`src/rtl/nlsu_pkg.sv`:
```
package nlsu_pkg;

  typedef enum logic [1:0] {
    SZ_B = 2'd0,
    SZ_H = 2'd1,
    SZ_W = 2'd2,
    SZ_D = 2'd3
  } xfer_size_t;

  // number of halfword bus beats an access needs
  function automatic logic [2:0] beats_of(xfer_size_t s);
    case (s)
      SZ_W:    return 3'd2;
      SZ_D:    return 3'd4;
      default: return 3'd1;
    endcase
  endfunction

  // halfword driven on beat k of a store, most significant first
  function automatic logic [15:0] store_half(logic [63:0] d, xfer_size_t s, logic [2:0] k);
    logic [1:0] idx;
    idx = 2'(3 - k);
    case (s)
      SZ_B:    return {d[7:0], d[7:0]};
      SZ_H:    return d[15:0];
      SZ_W:    return (k == 3'd0) ? d[31:16] : d[15:0];
      default: return d[idx*16 +: 16];
    endcase
  endfunction

  function automatic logic [1:0] sel_of(xfer_size_t s, logic a0);
    if (s == SZ_B) return a0 ? 2'b10 : 2'b01;
    return 2'b11;
  endfunction

  // fold one returned halfword into the accumulated load value
  function automatic logic [63:0] merge_beat(logic [63:0] acc, xfer_size_t s, logic a0,
                                             logic [15:0] din);
    if (s == SZ_B) return {56'd0, (a0 ? din[15:8] : din[7:0])};
    return {acc[47:0], din};
  endfunction

endpackage

```
`src/rtl/nlsu_cmd.sv`:
```
module nlsu_cmd
  import nlsu_pkg::*;
#(
  parameter int AW = 25,
  parameter int CW = 3
) (
  input  logic          clk,
  input  logic          rst_n,
  input  logic          start,
  input  logic          active,
  input  xfer_size_t    size,
  input  logic [AW-1:0] base,
  input  logic [63:0]   wdata,
  input  logic          stall_i,
  output logic          stb_o,
  output logic [AW-1:0] adr_o,
  output logic [15:0]   dat_o,
  output logic [1:0]    sel_o
);
  logic [CW-1:0] issued;
  logic [CW-1:0] need;
  logic          beat_taken;

  assign need       = CW'(beats_of(size));
  assign stb_o      = active && (issued < need);
  assign beat_taken = stb_o && !stall_i;
  assign adr_o      = {base[AW-1:1], 1'b0} + (AW'(issued) << 1);
  assign dat_o      = store_half(wdata, size, 3'(issued));
  assign sel_o      = sel_of(size, base[0]);

  always_ff @(posedge clk) begin
    if (!rst_n)          issued <= '0;
    else if (start)      issued <= '0;
    else if (beat_taken) issued <= issued + 1'b1;
  end

  p_stb_hold_r7: assert property (@(posedge clk) disable iff (!rst_n)
    stb_o && stall_i |=> stb_o && $stable(adr_o));
  p_issue_bound_r2: assert property (@(posedge clk) disable iff (!rst_n)
    active |-> issued <= need);
  p_byte_lane_r5: assert property (@(posedge clk) disable iff (!rst_n)
    stb_o && size == SZ_B |-> $countones(sel_o) == 1);

endmodule

```
`src/rtl/nlsu_rsp.sv`:
```
module nlsu_rsp
  import nlsu_pkg::*;
#(
  parameter int CW = 3
) (
  input  logic        clk,
  input  logic        rst_n,
  input  logic        start,
  input  logic        active,
  input  xfer_size_t  size,
  input  logic        a0,
  input  logic        ack_i,
  input  logic [15:0] dat_i,
  output logic        last_ack,
  output logic        done_o,
  output logic [63:0] rdata_o
);
  logic [CW-1:0] acked;
  logic [CW-1:0] need;
  logic [63:0]   acc;
  logic          took;

  assign need     = CW'(beats_of(size));
  assign took     = active && ack_i;
  assign last_ack = took && (acked == need - 1'b1);
  assign rdata_o  = acc;

  always_ff @(posedge clk) begin
    if (!rst_n) begin
      acked  <= '0;
      acc    <= '0;
      done_o <= 1'b0;
    end else begin
      done_o <= last_ack;
      if (start) begin
        acked <= '0;
        acc   <= '0;
      end else if (took) begin
        acked <= acked + 1'b1;
        acc   <= merge_beat(acc, size, a0, dat_i);
      end
    end
  end

  p_done_single_r10: assert property (@(posedge clk) disable iff (!rst_n)
    done_o |=> !done_o);
  p_ack_bound_r8: assert property (@(posedge clk) disable iff (!rst_n)
    active |-> acked < need);

endmodule

```
`src/rtl/narrow_lsu.sv`:
```
module narrow_lsu
  import nlsu_pkg::*;
#(
  parameter int AW   = 25,
  parameter int XLEN = 64
) (
  input  logic          clk,
  input  logic          rst_n,
  input  logic          req_valid_i,
  input  logic          req_we_i,
  input  logic [1:0]    req_size_i,
  input  logic [AW-1:0] req_addr_i,
  input  logic [63:0]   req_wdata_i,
  output logic          busy_o,
  output logic          done_o,
  output logic [63:0]   rdata_o,
  output logic [1:0]    rsize_o,
  output logic          cyc_o,
  output logic          stb_o,
  output logic          we_o,
  output logic [AW-1:0] adr_o,
  output logic [1:0]    sel_o,
  output logic [15:0]   dat_o,
  input  logic          stall_i,
  input  logic          ack_i,
  input  logic [15:0]   dat_i
);
  localparam int MAXB = XLEN / 16;
  localparam int CW   = $clog2(MAXB + 1);

  logic          active;
  logic          op_we;
  xfer_size_t    op_size;
  logic [AW-1:0] op_base;
  logic [63:0]   op_wdata;
  logic          accept;
  logic          last_ack;

  assign accept  = req_valid_i && !active;
  assign busy_o  = active;
  assign cyc_o   = active;
  assign we_o    = op_we;
  assign rsize_o = op_size;

  always_ff @(posedge clk) begin
    if (!rst_n) begin
      active   <= 1'b0;
      op_we    <= 1'b0;
      op_size  <= SZ_B;
      op_base  <= '0;
      op_wdata <= '0;
    end else if (accept) begin
      active   <= 1'b1;
      op_we    <= req_we_i;
      op_size  <= xfer_size_t'(req_size_i);
      op_base  <= req_addr_i;
      op_wdata <= req_wdata_i;
    end else if (last_ack) begin
      active   <= 1'b0;
    end
  end

  nlsu_cmd #(.AW(AW), .CW(CW)) cmd_i (
    .clk(clk), .rst_n(rst_n), .start(accept), .active(active),
    .size(op_size), .base(op_base), .wdata(op_wdata), .stall_i(stall_i),
    .stb_o(stb_o), .adr_o(adr_o), .dat_o(dat_o), .sel_o(sel_o)
  );

  nlsu_rsp #(.CW(CW)) rsp_i (
    .clk(clk), .rst_n(rst_n), .start(accept), .active(active),
    .size(op_size), .a0(op_base[0]), .ack_i(ack_i), .dat_i(dat_i),
    .last_ack(last_ack), .done_o(done_o), .rdata_o(rdata_o)
  );

  p_cyc_until_last_r8: assert property (@(posedge clk) disable iff (!rst_n)
    cyc_o && !last_ack |=> cyc_o);
  p_done_idle_r10: assert property (@(posedge clk) disable iff (!rst_n)
    done_o |-> !busy_o);
  p_req_ignored_r11: assert property (@(posedge clk) disable iff (!rst_n)
    busy_o && !last_ack |=> $stable(op_base) && $stable(op_size) && $stable(op_we));
  p_stb_in_cyc_r8: assert property (@(posedge clk) disable iff (!rst_n)
    stb_o |-> cyc_o);

endmodule

```
`config.mk`:
```
export PLATFORM = sky130hd
export DESIGN_NAME = narrow_lsu
export DESIGN_NICKNAME = d
export VERILOG_FILES = /design/src/rtl/nlsu_pkg.sv /design/src/rtl/nlsu_cmd.sv /design/src/rtl/nlsu_rsp.sv /design/src/rtl/narrow_lsu.sv
export SDC_FILE = /design/constraint.sdc
export NUM_CORES = 1
export LEC_CHECK = 0
export ABC_AREA = 1
export BUFFER_PORTS_ARGS = -buffer_cell sky130_fd_sc_hd__buf_4
export CAP_MARGIN = 0
export CORE_MARGIN = 2
export CORE_UTILIZATION = 35
export DETAILED_ROUTE_END_ITERATION = 10
export HOLD_SLACK_MARGIN = 0.05
export PLACE_DENSITY_LB_ADDON = 0.05
export SYNTH_ARGS = -nofsm -noshare
export SYNTH_HDL_FRONTEND = slang
export SYNTH_HIERARCHICAL = 1
export SYNTH_SLANG_ARGS = --single-unit
```
`constraint.sdc`:
```
create_clock -name clk -period 2.1 [get_ports clk]
set_input_delay 0.105 -clock clk [delete_from_list [all_inputs] [get_ports clk]]
set_output_delay 0.105 -clock clk [all_outputs]
set_load 0.03 [all_outputs]
```
==> results of run 1 <==
report_power, final:
part / leakage (µW) / switching [µW] / internal, µW
registers: 0.00135 / 198 / 3320
clock network: 0.000302 / 1580 / 1640
logic: 0.00461 / 1220 / 892
what timing repair did:
item                                   CTS  global route
pin swaps                                7            21
gates resized for setup                 32            46
setup endpoints to repair               35            28
endpoints found under the hold margin  106             0
setup buffers                            2             3
gates cloned                             2             2
hold buffers                           106             0
flip-flops by register name, indices dropped and copies added, names as in the netlist:
register       cells
op_wdata          64
rsp_i/rdata_o     64
op_base           25
cmd_i/issued       3
rsp_i/acked        3
rsize_o            2
busy_o             1
rsp_i/done_o       1
we_o               1
worst min path at each step:
stage,endpoint,slack (ps),cells after the start
after floorplan,rsp_i/rdata_o[14],240,2
after global placement,rsp_i/rdata_o[14],350,3
after detailed placement,rsp_i/rdata_o[12],360,3
after CTS,op_wdata[5],60,5
after global routing,op_wdata[5],90,5
final,op_wdata[5],70,5
logic make-up (layout without fill, tap and decap cells):
logic type                 after synthesis  count (layout)  synth area share (%)
buffers and inverters                  245             558                  12.5
other                                    1               1                0.0432
adders and majority gates                9               9                  1.38
AOI/OAI and AO/OA                      202             202                  12.8
and+or+nand+nor                        724             724                  34.2
DFF                                    164             164                  37.8
xor gates and xnor gates                13              13                  1.31
layout make-up:
class / count / area (µm²)
Sequential cell: 164 / 3290
Clock inverter: 15 / 209
Tap cell: 324 / 405
Multi-Input combinational cell: 949 / 4460
Timing Repair Buffer: 364 / 3180
Timing Repair inverter: 1 / 7.51
Fill cell: 2524 / 11700
Inverter: 161 / 616
Clock buffer: 17 / 425
worst max-delay path: stages, from the launching register on:
cell	delay (ps)
dfxtp_4	360
ha_4	160
fa_2	370
nand2_2	100
nand2_4	80
nand3_4	100
nor2_4	60
xor2_1	130
buf_4	170
layer usage:
layer  part of all wire (%)  routed length (µm)  vias to the layer above
met4                    1.6                 454                        0
met1                     45               12700                     4209
met5                      0                   0                        -
li1                       -                   -                     4850
met2                     49               13800                      212
met3                    3.6                1010                       33
layout by cell type, fill, tap and decap left out, types with 2 or more instances in the layout:
master         synthesis  final
o211ai_1              14     14
clkinv_4               0      2
dfxtp_4                0      2
ha_1                   8      5
o21ai_0              111     93
nor2_1               321    319
nand2_2                1     11
dfxtp_1              164    160
inv_2                  6      8
ha_4                   0      3
nand3_1              115    114
nand3b_1               9      9
a21oi_1               49     49
buf_8                  0      2
nand4_1                4      4
o21ai_1                0     16
xnor2_1                5      4
inv_6                  0      3
nand2_4                1      3
nor2_4                 5      7
dfxtp_2                0      2
clkinvlp_4             0      2
o22ai_1               16     16
dlygate4sd3_1          0    106
buf_4                 14    235
clkbuf_16              0     19
o21ai_2                0      2
inv_1                153    149
buf_12                 0      5
clkinv_8               0      9
nand2_1              262    249
buf_6                  7     13
xor2_1                 8      8
a21oi_2               10     10
nor2_2                 3      3
per-stage QoR:
step | worst slack (ps) | cells | hold WS (ps) | instance area [µm²] | TNS [ps]
after floorplan | 54.5 | 1358 | 236 | 8680 | 0
after global placement | 326 | 1848 | 354 | 10600 | 0
after detailed placement | 278 | 1848 | 360 | 10600 | 0
after CTS | -10.5 | 1990 | 62.5 | 12400 | -16.5
after global routing | -93.9 | 1995 | 89.9 | 12600 | -541
final | 14.5 | 1995 | 67.7 | 12600 | 0
==> flow_metrics.py, run 1 <==
metrics = {
    "die": {
        "die-width_um": 162,
        "placement_rows": 57,
        "area_enclosed_by_the_die_boundary_um2": 26100,
        "initial_utilization_pct": 35.7,
        "die_height_um": 162,
        "floorplan.io_pins": 227,
        "coreArea_um2": 24300,
    },
    "logic_synthesis": {
        "number_of_flops_mapped_to_enable_cells_by_yosys": 0,
        "share_of_the_yosys_chip_area_belonging_to_registers_pct": 37.8,
        "postSynthCellCount": 1358,
        "synthFlopType": "dfxtp_1",
        "syn-cell-area_um2": 8680,
        "synth.top_cell.area_share_pct": 37.8,
        "yosysWarnings": 6,
        "asyncSetResetFlopFracSynth_pct": 0,
        "yosys_register_bits": 164,
        "yosys-top-cells-area": "dfxtp_1, nor2_1, nand2_1",
        "yosys-top-cells-count": "nor2_1, nand2_1, dfxtp_1",
        "mappedNetlistNets": 1480,
        "syn_avg_cell_area_um2": 6.39,
        "post-synth-top-area-cell": "dfxtp_1",
        "post_synth_num_cell_types": 35,
        "top_count_cell_post_synth": "nor2_1",
    },
    "status": {
        "status": "completed",
    },
    "detailed_routing": {
        "finalWirelength_um": 28000,
        "route.antenna.remaining_nets": 0,
        "routed_via_density": 4.66,
        "drt_first_iter_violations": 578,
        "detailroute.via_count": 9304,
        "wire_per_inst_um": 14.0,
        "drt_drc_violations_left": 0,
        "dr.pass1.iters": 5,
    },
    "grt": {
        "number_of_global_route_vias_before_repair": 8683,
        "grt_start_max_net_pins": 94,
        "groute.layer.met1.usage_pct": 27.5,
        "global_route.usage.met3_pct": 2.95,
        "global_route.usage.met2_pct": 37.7,
        "grt_pass1_wl_um": 45200,
        "busiest_layer": "met2",
        "antenna_found_initial": 0,
        "grtUsageTotal_pct": 21.4,
        "overflow": 0,
    },
    "placed_design": {
        "input_output_buffers": 225,
        "place.gp.congestion": 0.853,
        "dp_hpwl_um": 18800,
    },
    "timing": {
        "maxClockFrequency_mhz": 479,
        "fin_crit_sh_pct": 99.3,
        "slew_viol_final": 0,
        "slew_headroom_pct": 29.4,
        "post-route-min-period_ps": 2090,
        "report.final.hold_viol_count": 0,
        "unrepaired_setup_endpoints_after_global_routing": "true",
        "setup_viol": 0,
        "clock_skew_ps": 10.2,
        "worst_pin_slew_ps": 1060,
    },
    "critical_path": {
        "worstSetupStartpoint": "cmd_i/issued[0]",
        "timing.critical_path.to": "adr_o[17]",
        "endpoint_of_the_most_critical_register_to_register_path": "rsp_i/rdata_o[11]",
        "arrival_ps": 1980,
        "path_class": "reg -> out",
        "timing.reg2reg.worst_path_depth": 5,
        "startpoint_of_the_most_critical_register_to_register_path": "rsize_o[1]",
        "timing.critical_path.from_type": "flop",
        "worst-r2r-setup-slack_ps": 250,
        "critPathMaxFanout": 5,
        "crit_path_capture_type": "output pin",
        "required_ps": 2000,
    },
    "final_layout": {
        "area_growth_pct": 45.0,
        "nNetsFinal": 1780,
        "postLayoutCoreUtil_pct": 51.8,
        "insertedDiodeCount": 0,
        "layout-drive-gt1-share_pct": 21.0,
    },
    "cts": {
        "cts.clk_slew.worst_paths_ps": 70,
        "htree_num_levels": 4,
        "clockRootBuffer": "clkbuf_16",
        "clkLatencyLatePin_ps": 430,
        "clkSinkCount": 164,
        "tritoncts": "yes",
        "cts-buffers-inserted": 17,
        "cts_max_path_buffers": 2,
    },
    "power_and_ir_drop": {
        "p_leak_uw": 0.00626,
        "ir_drop_mv": 0.390,
        "pwr_density_cell_nw_per_um2": 702,
        "total_power_uw": 8850,
    },
    "hold_path": {
        "hold_wc_startpoint": "req_wdata_i[5]",
        "hp-class": "in -> reg",
    },
    "run": {
        "reported_max_cap_violation_count": 0,
    },
}
(Power assumes the default switching activity.)
==> run 2, diff against run 1 <==
==> constraint.sdc (replaced) <==
create_clock -name clk -period 1.8 [get_ports clk]
set_input_delay 0.09 -clock clk [delete_from_list [all_inputs] [get_ports clk]]
set_output_delay 0.09 -clock clk [all_outputs]
set_load 0.03 [all_outputs]
==> run 2 against run 1 <==
Largest power group unchanged; first-iteration DRC count up 11%; total power increased by 19%; highest routed layer unchanged; routed wire length rose by 6.7%; the run now ends with setup timing left; sequential power grew 17%; worst hold slack worse by 14 ps.
==> flow_metrics.py, run 2 (synthesis results as in run 1) <==
metrics = {
    "timing": {
        "report.final.hold_viol_count": 0,
        "unrepaired_setup_endpoints_after_global_routing": "true",
        "worst_pin_slew_ps": 646,
        "post-route-min-period_ps": 2040,
        "slew_headroom_pct": 56.9,
        "whs_ps": 53.3,
        "setup_viol": 38,
        "slew_viol_final": 0,
        "clock_skew_ps": 14.3,
        "fin_crit_sh_pct": 114,
        "maxClockFrequency_mhz": 489,
        "worst_setup_slack_after_layout_ps": -244,
    },
    "status": {
        "status": "finished, violations left",
        "violations": "setup timing",
    },
    "cts": {
        "tritoncts": "yes",
        "cts.clk_slew.worst_paths_ps": 70,
        "cts-buffers-inserted": 17,
        "clkLatencyLatePin_ps": 440,
        "clkSinkCount": 164,
        "clockRootBuffer": "clkbuf_16",
        "cts_max_path_buffers": 2,
        "htree_num_levels": 4,
    },
    "power_and_ir_drop": {
        "p_leak_uw": 0.00646,
        "seqPwrFrac_pct": 39.1,
        "switchingPower_uw": 3540,
        "clock_power_share_pct": 35.1,
        "pwr_density_cell_nw_per_um2": 795,
        "comb_power_share_pct": 25.8,
        "ir_drop_mv": 0.521,
        "power.switching_fraction_pct": 33.7,
        "cell_internal_pwr_uw": 6950,
    },
    "grt": {
        "grtUsageTotal_pct": 21.9,
        "number_of_global_route_vias_before_repair": 8893,
        "grt_start_max_net_pins": 94,
        "groute.layer.met1.usage_pct": 27.7,
        "busiest_layer": "met2",
        "antenna_found_initial": 0,
        "grt_pass1_wl_um": 46100,
        "overflow": 0,
        "global_route.usage.met3_pct": 3.42,
        "global_route.usage.met2_pct": 38.0,
    },
    "final_layout": {
        "layout-drive-gt1-share_pct": 23.5,
        "area_growth_pct": 52.0,
        "stdcell_area_um2": 13200,
        "layout.cells.most_common_list": "nor2_1, nand2_1, buf_4",
        "layout_commonest_cell": "nor2_1",
        "insertedDiodeCount": 0,
        "final-instance-count-excl-fill": 2027,
        "nNetsFinal": 1812,
    },
    "critical_path": {
        "arrival_ps": 1950,
        "crit_path_capture_type": "output pin",
        "path_class": "reg -> out",
        "critPathMaxFanout": 5,
        "required_ps": 1710,
        "timing.critical_path.from_type": "flop",
        "worst-r2r-setup-slack_ps": 110,
    },
    "detailed_routing": {
        "finalWirelength_um": 29900,
        "drt_first_iter_violations": 643,
        "routed_via_density": 4.72,
        "route.antenna.remaining_nets": 0,
        "detailroute.via_count": 9559,
        "drt_drc_violations_left": 0,
        "wire_per_inst_um": 14.7,
        "dr.pass1.iters": 7,
    },
    "die": {
        "die_height_um": 162,
        "die-width_um": 162,
        "coreArea_um2": 24300,
        "area_enclosed_by_the_die_boundary_um2": 26100,
        "placement_rows": 57,
        "floorplan.io_pins": 227,
        "initial_utilization_pct": 35.7,
    },
    "hold_path": {
        "hp-class": "in -> reg",
    },
    "placed_design": {
        "post-place-ws_ps": 50.0,
        "place.gp.congestion": 0.868,
        "placement.cell_area_um2": 10700,
        "dp_hpwl_um": 18900,
        "input_output_buffers": 225,
        "place.detailed.instances": 1854,
    },
    "run": {
        "reported_max_cap_violation_count": 0,
    },
}
## run 2: stage by stage
step	TNS (ps)	power, µW	utilization [%]
after global placement	0	6390	43.8
after CTS	-6140	10500	53.5
after global routing	-9410	11000	54.3
after detailed placement	0	6410	43.8
final	-6060	10500	54.3
after floorplan	0	5560	-
## run 2: worst paths after layout
path	from	to	cells after the start
max	op_base[1]	adr_o[21]	10
min	req_wdata_i[4]	op_wdata[4]	5
max reg2reg	cmd_i/issued[2]	cmd_i/issued[0]	10
min reg2reg	rsp_i/acked[2]	rsp_i/acked[2]	2
## run 2: repair_timing
action,CTS,global route
setup endpoints to repair,39,50
hold buffers,123,0
setup buffers,11,3
cloned,1,4
gates resized for setup,130,29
pin swaps,26,26
endpoints found under the hold margin,107,0
## run 2: power by group through the flow
stage	clock (µW)	sequential, µW	combinational (µW)
global placement	0	4170	2220
floorplan	0	4240	1320
CTS	3800	4100	2620
global route	3910	4140	2950
finish	3680	4100	2700
detailed placement	0	4170	2230
## run 2: per-layer routing
metal  wire length (µm)  share of wire, %  vias to the layer above
met1              13200                44                     4373
met2              14700                49                      229
met3               1090               3.6                       52
met5                  0                 0                        -
li1                   -                 -                     4905
met4                783               2.6                        0
## run 2: worst max-delay path, cell delays in order (launching register included)
cell and delay (ps):
dfxtp_2 340, ha_4 160, fa_2 360, nand2_2 110, nand2_4 80, nand3_4 100, nor2_4 60, nand2_1 60
nand2_1 50, nand2_1 70, buf_6 130
## run 2: cell type report
| type | instances | area (µm²) |
|---|---|---|
| clock buffer | 17 | 425 |
| clock inverter | 15 | 181 |
| fill | 2492 | 11100 |
| inverter | 161 | 621 |
| multi-input combinational | 949 | 4590 |
| sequential | 164 | 3310 |
| tap | 324 | 405 |
| timing repair buffer | 397 | 3660 |
==> run 3, diff against run 2 <==
--- a/config.mk
+++ b/config.mk
@@ -13,6 +13,7 @@
 export DETAILED_ROUTE_END_ITERATION = 10
 export HOLD_SLACK_MARGIN = 0.05
 export PLACE_DENSITY_LB_ADDON = 0.05
+export RECOVER_POWER = 50
 export SYNTH_ARGS = -nofsm -noshare
 export SYNTH_HDL_FRONTEND = slang
 export SYNTH_HIERARCHICAL = 1
==> run 3 against run 2 <==
The run still ends with setup timing left; die area unchanged; cell count unchanged; routed wire length increased by 0.60%; critical endpoint unchanged.
==> flow_metrics.py, run 3 (synthesis results as in run 1) <==
metrics = {
    "die": {
        "area_enclosed_by_the_die_boundary_um2": 26100,
        "placement_rows": 57,
        "coreArea_um2": 24300,
        "die_height_um": 162,
        "initial_utilization_pct": 35.7,
        "floorplan.io_pins": 227,
        "die-width_um": 162,
    },
    "critical_path": {
        "cpPeakStageDelay_ps": 360,
        "critPathMaxFanout": 5,
        "arrival_ps": 1940,
        "timing.critical_path.slowest_stage_cell": "fa_2",
        "crit_path_capture_type": "output pin",
        "path_class": "reg -> out",
        "required_ps": 1710,
        "critical-path-top-delay-family": "simple AND/OR/NAND/NOR gates",
        "worst_path_most_repeated_cell": "nand2_1",
        "critical_path.n_buffers_inverters": 1,
        "crit_path_cell_trace": "ha_4, fa_2, nand2_2, nand2_4, nand3_4, nor2_4, nand2_1, nand2_1, nand2_1, buf_6",
        "timing.critical_path.from_type": "flop",
    },
    "final_layout": {
        "area_growth_pct": 48.5,
        "layout.cells.most_common_list": "nor2_1, nand2_1, dfxtp_1",
        "layout-drive-gt1-share_pct": 19.4,
        "final-instance-count-excl-fill": 2027,
        "layout_commonest_cell": "nor2_1",
        "insertedDiodeCount": 0,
        "nNetsFinal": 1812,
        "postLayoutCoreUtil_pct": 53.0,
    },
    "power_and_ir_drop": {
        "ir_drop_mv": 0.516,
        "seqPwrFrac_pct": 39.4,
        "cell_internal_pwr_uw": 6880,
        "p_leak_uw": 0.00615,
        "clock_power_share_pct": 35.3,
        "power.switching_fraction_pct": 33.9,
        "comb_power_share_pct": 25.3,
        "switchingPower_uw": 3530,
        "pwr_density_cell_nw_per_um2": 807,
    },
    "run": {
        "reported_max_cap_violation_count": 0,
    },
    "grt": {
        "grtUsageTotal_pct": 21.9,
        "number_of_global_route_vias_before_repair": 8893,
        "grt_pass1_wl_um": 46100,
        "grt_start_max_net_pins": 94,
        "antenna_found_initial": 0,
        "overflow": 0,
    },
    "placed_design": {
        "input_output_buffers": 225,
        "place.detailed.instances": 1854,
        "dp_hpwl_um": 18900,
        "place.gp.congestion": 0.868,
    },
    "timing": {
        "fin_crit_sh_pct": 113,
        "maxClockFrequency_mhz": 492,
        "worst_setup_slack_after_layout_ps": -235,
        "clock_skew_ps": 11.4,
        "worst_pin_slew_ps": 774,
        "unrepaired_setup_endpoints_after_global_routing": "true",
        "post-route-min-period_ps": 2030,
        "slew_viol_final": 0,
        "report.final.hold_viol_count": 0,
        "setup_viol": 42,
        "slew_headroom_pct": 48.4,
    },
    "detailed_routing": {
        "route.antenna.remaining_nets": 0,
        "wire_per_inst_um": 14.8,
        "drt_first_iter_violations": 639,
        "finalWirelength_um": 30000,
        "dr.pass1.iters": 7,
        "detailroute.via_count": 9548,
        "drt_drc_violations_left": 0,
        "routed_via_density": 4.71,
    },
    "cts": {
        "cts_max_path_buffers": 2,
        "clkLatencyLatePin_ps": 430,
        "cts-buffers-inserted": 17,
        "htree_num_levels": 4,
        "cts.clk_slew.worst_paths_ps": 70,
        "clockRootBuffer": "clkbuf_16",
        "clkSinkCount": 164,
        "tritoncts": "yes",
    },
    "status": {
        "violations": "setup timing",
        "status": "finished, violations left",
    },
    "hold_path": {
        "hp-class": "in -> reg",
    },
}
## run 3: changes by cell type in the layout (fill, tap and decap cells not counted), sizes merged
cell    previous run  this run
clkbuf            21        95
buf              270       196
## run 3: power by group through the flow
stage	sequential (µW)	combinational, µW	clock (µW)
after CTS	4100	2620	3800
after global routing	4130	2880	3910
after floorplan	4240	1320	0
final	4100	2640	3670
after detailed placement	4170	2230	0
after global placement	4170	2220	0
## run 3: final timing paths
check | from | end | cells after the start | slack, ps
max | op_base[1] | adr_o[21] | 10 | -230
min | req_wdata_i[55] | op_wdata[55] | 5 | 60
max reg2reg | busy_o | cmd_i/issued[0] | 6 | -100
min reg2reg | rsp_i/acked[2] | rsp_i/acked[2] | 2 | 460
## run 3: final cells by class
| type | instances | area (µm²) |
|---|---|---|
| clock inverters | 15 | 181 |
| clock buffers | 17 | 425 |
| repair buffers | 397 | 3370 |
| multi-input cells | 949 | 4590 |
| inverters | 161 | 621 |
| fillers | 2555 | 11400 |
| flip-flops and latches | 164 | 3300 |
| well taps | 324 | 405 |
## run 3: what timing repair did
item / in CTS / in global routing
pin swaps: 26 / 26
setup buffers: 11 / 3
hold endpoints to repair: 107 / 0
hold buffers: 123 / 0
endpoints found under the setup margin: 39 / 50
gates resized for setup: 130 / 29
cloned: 1 / 4
## run 3: worst reg2reg max path, stage by stage (launching register included)
cell and delay, ps:
dfxtp_2 340, buf_4 170, nor2_2 210, clkbuf_4 690, nor2_1 180, o21ai_0 140, nor2_1 60
## run 3: per-stage QoR
stage | hold slack, ps | worst slack (ps) | instance area, µm² | TNS (ps) | total power [µW]
after floorplan | 221 | 10.8 | 8700 | 0 | 5560
after global placement | 332 | 65.8 | 10700 | 0 | 6390
after detailed placement | 335 | 50.0 | 10700 | 0 | 6410
after CTS | 52.1 | -256 | 13000 | -6140 | 10500
after global routing | 67.9 | -332 | 12900 | -11710 | 10900
final | 56.7 | -235 | 12900 | -5990 | 10400
## run 3: per-layer routing
| layer | global-route usage, % | up-vias | part of all wire (%) |
|---|---|---|---|
| met5 | 0 | - | 0 |
| met4 | 7.67 | 0 | 2.3 |
| met3 | 3.42 | 44 | 3.5 |
| met2 | 38.0 | 237 | 49 |
| met1 | 27.7 | 4370 | 45 |
| li1 | - | 4897 | - |
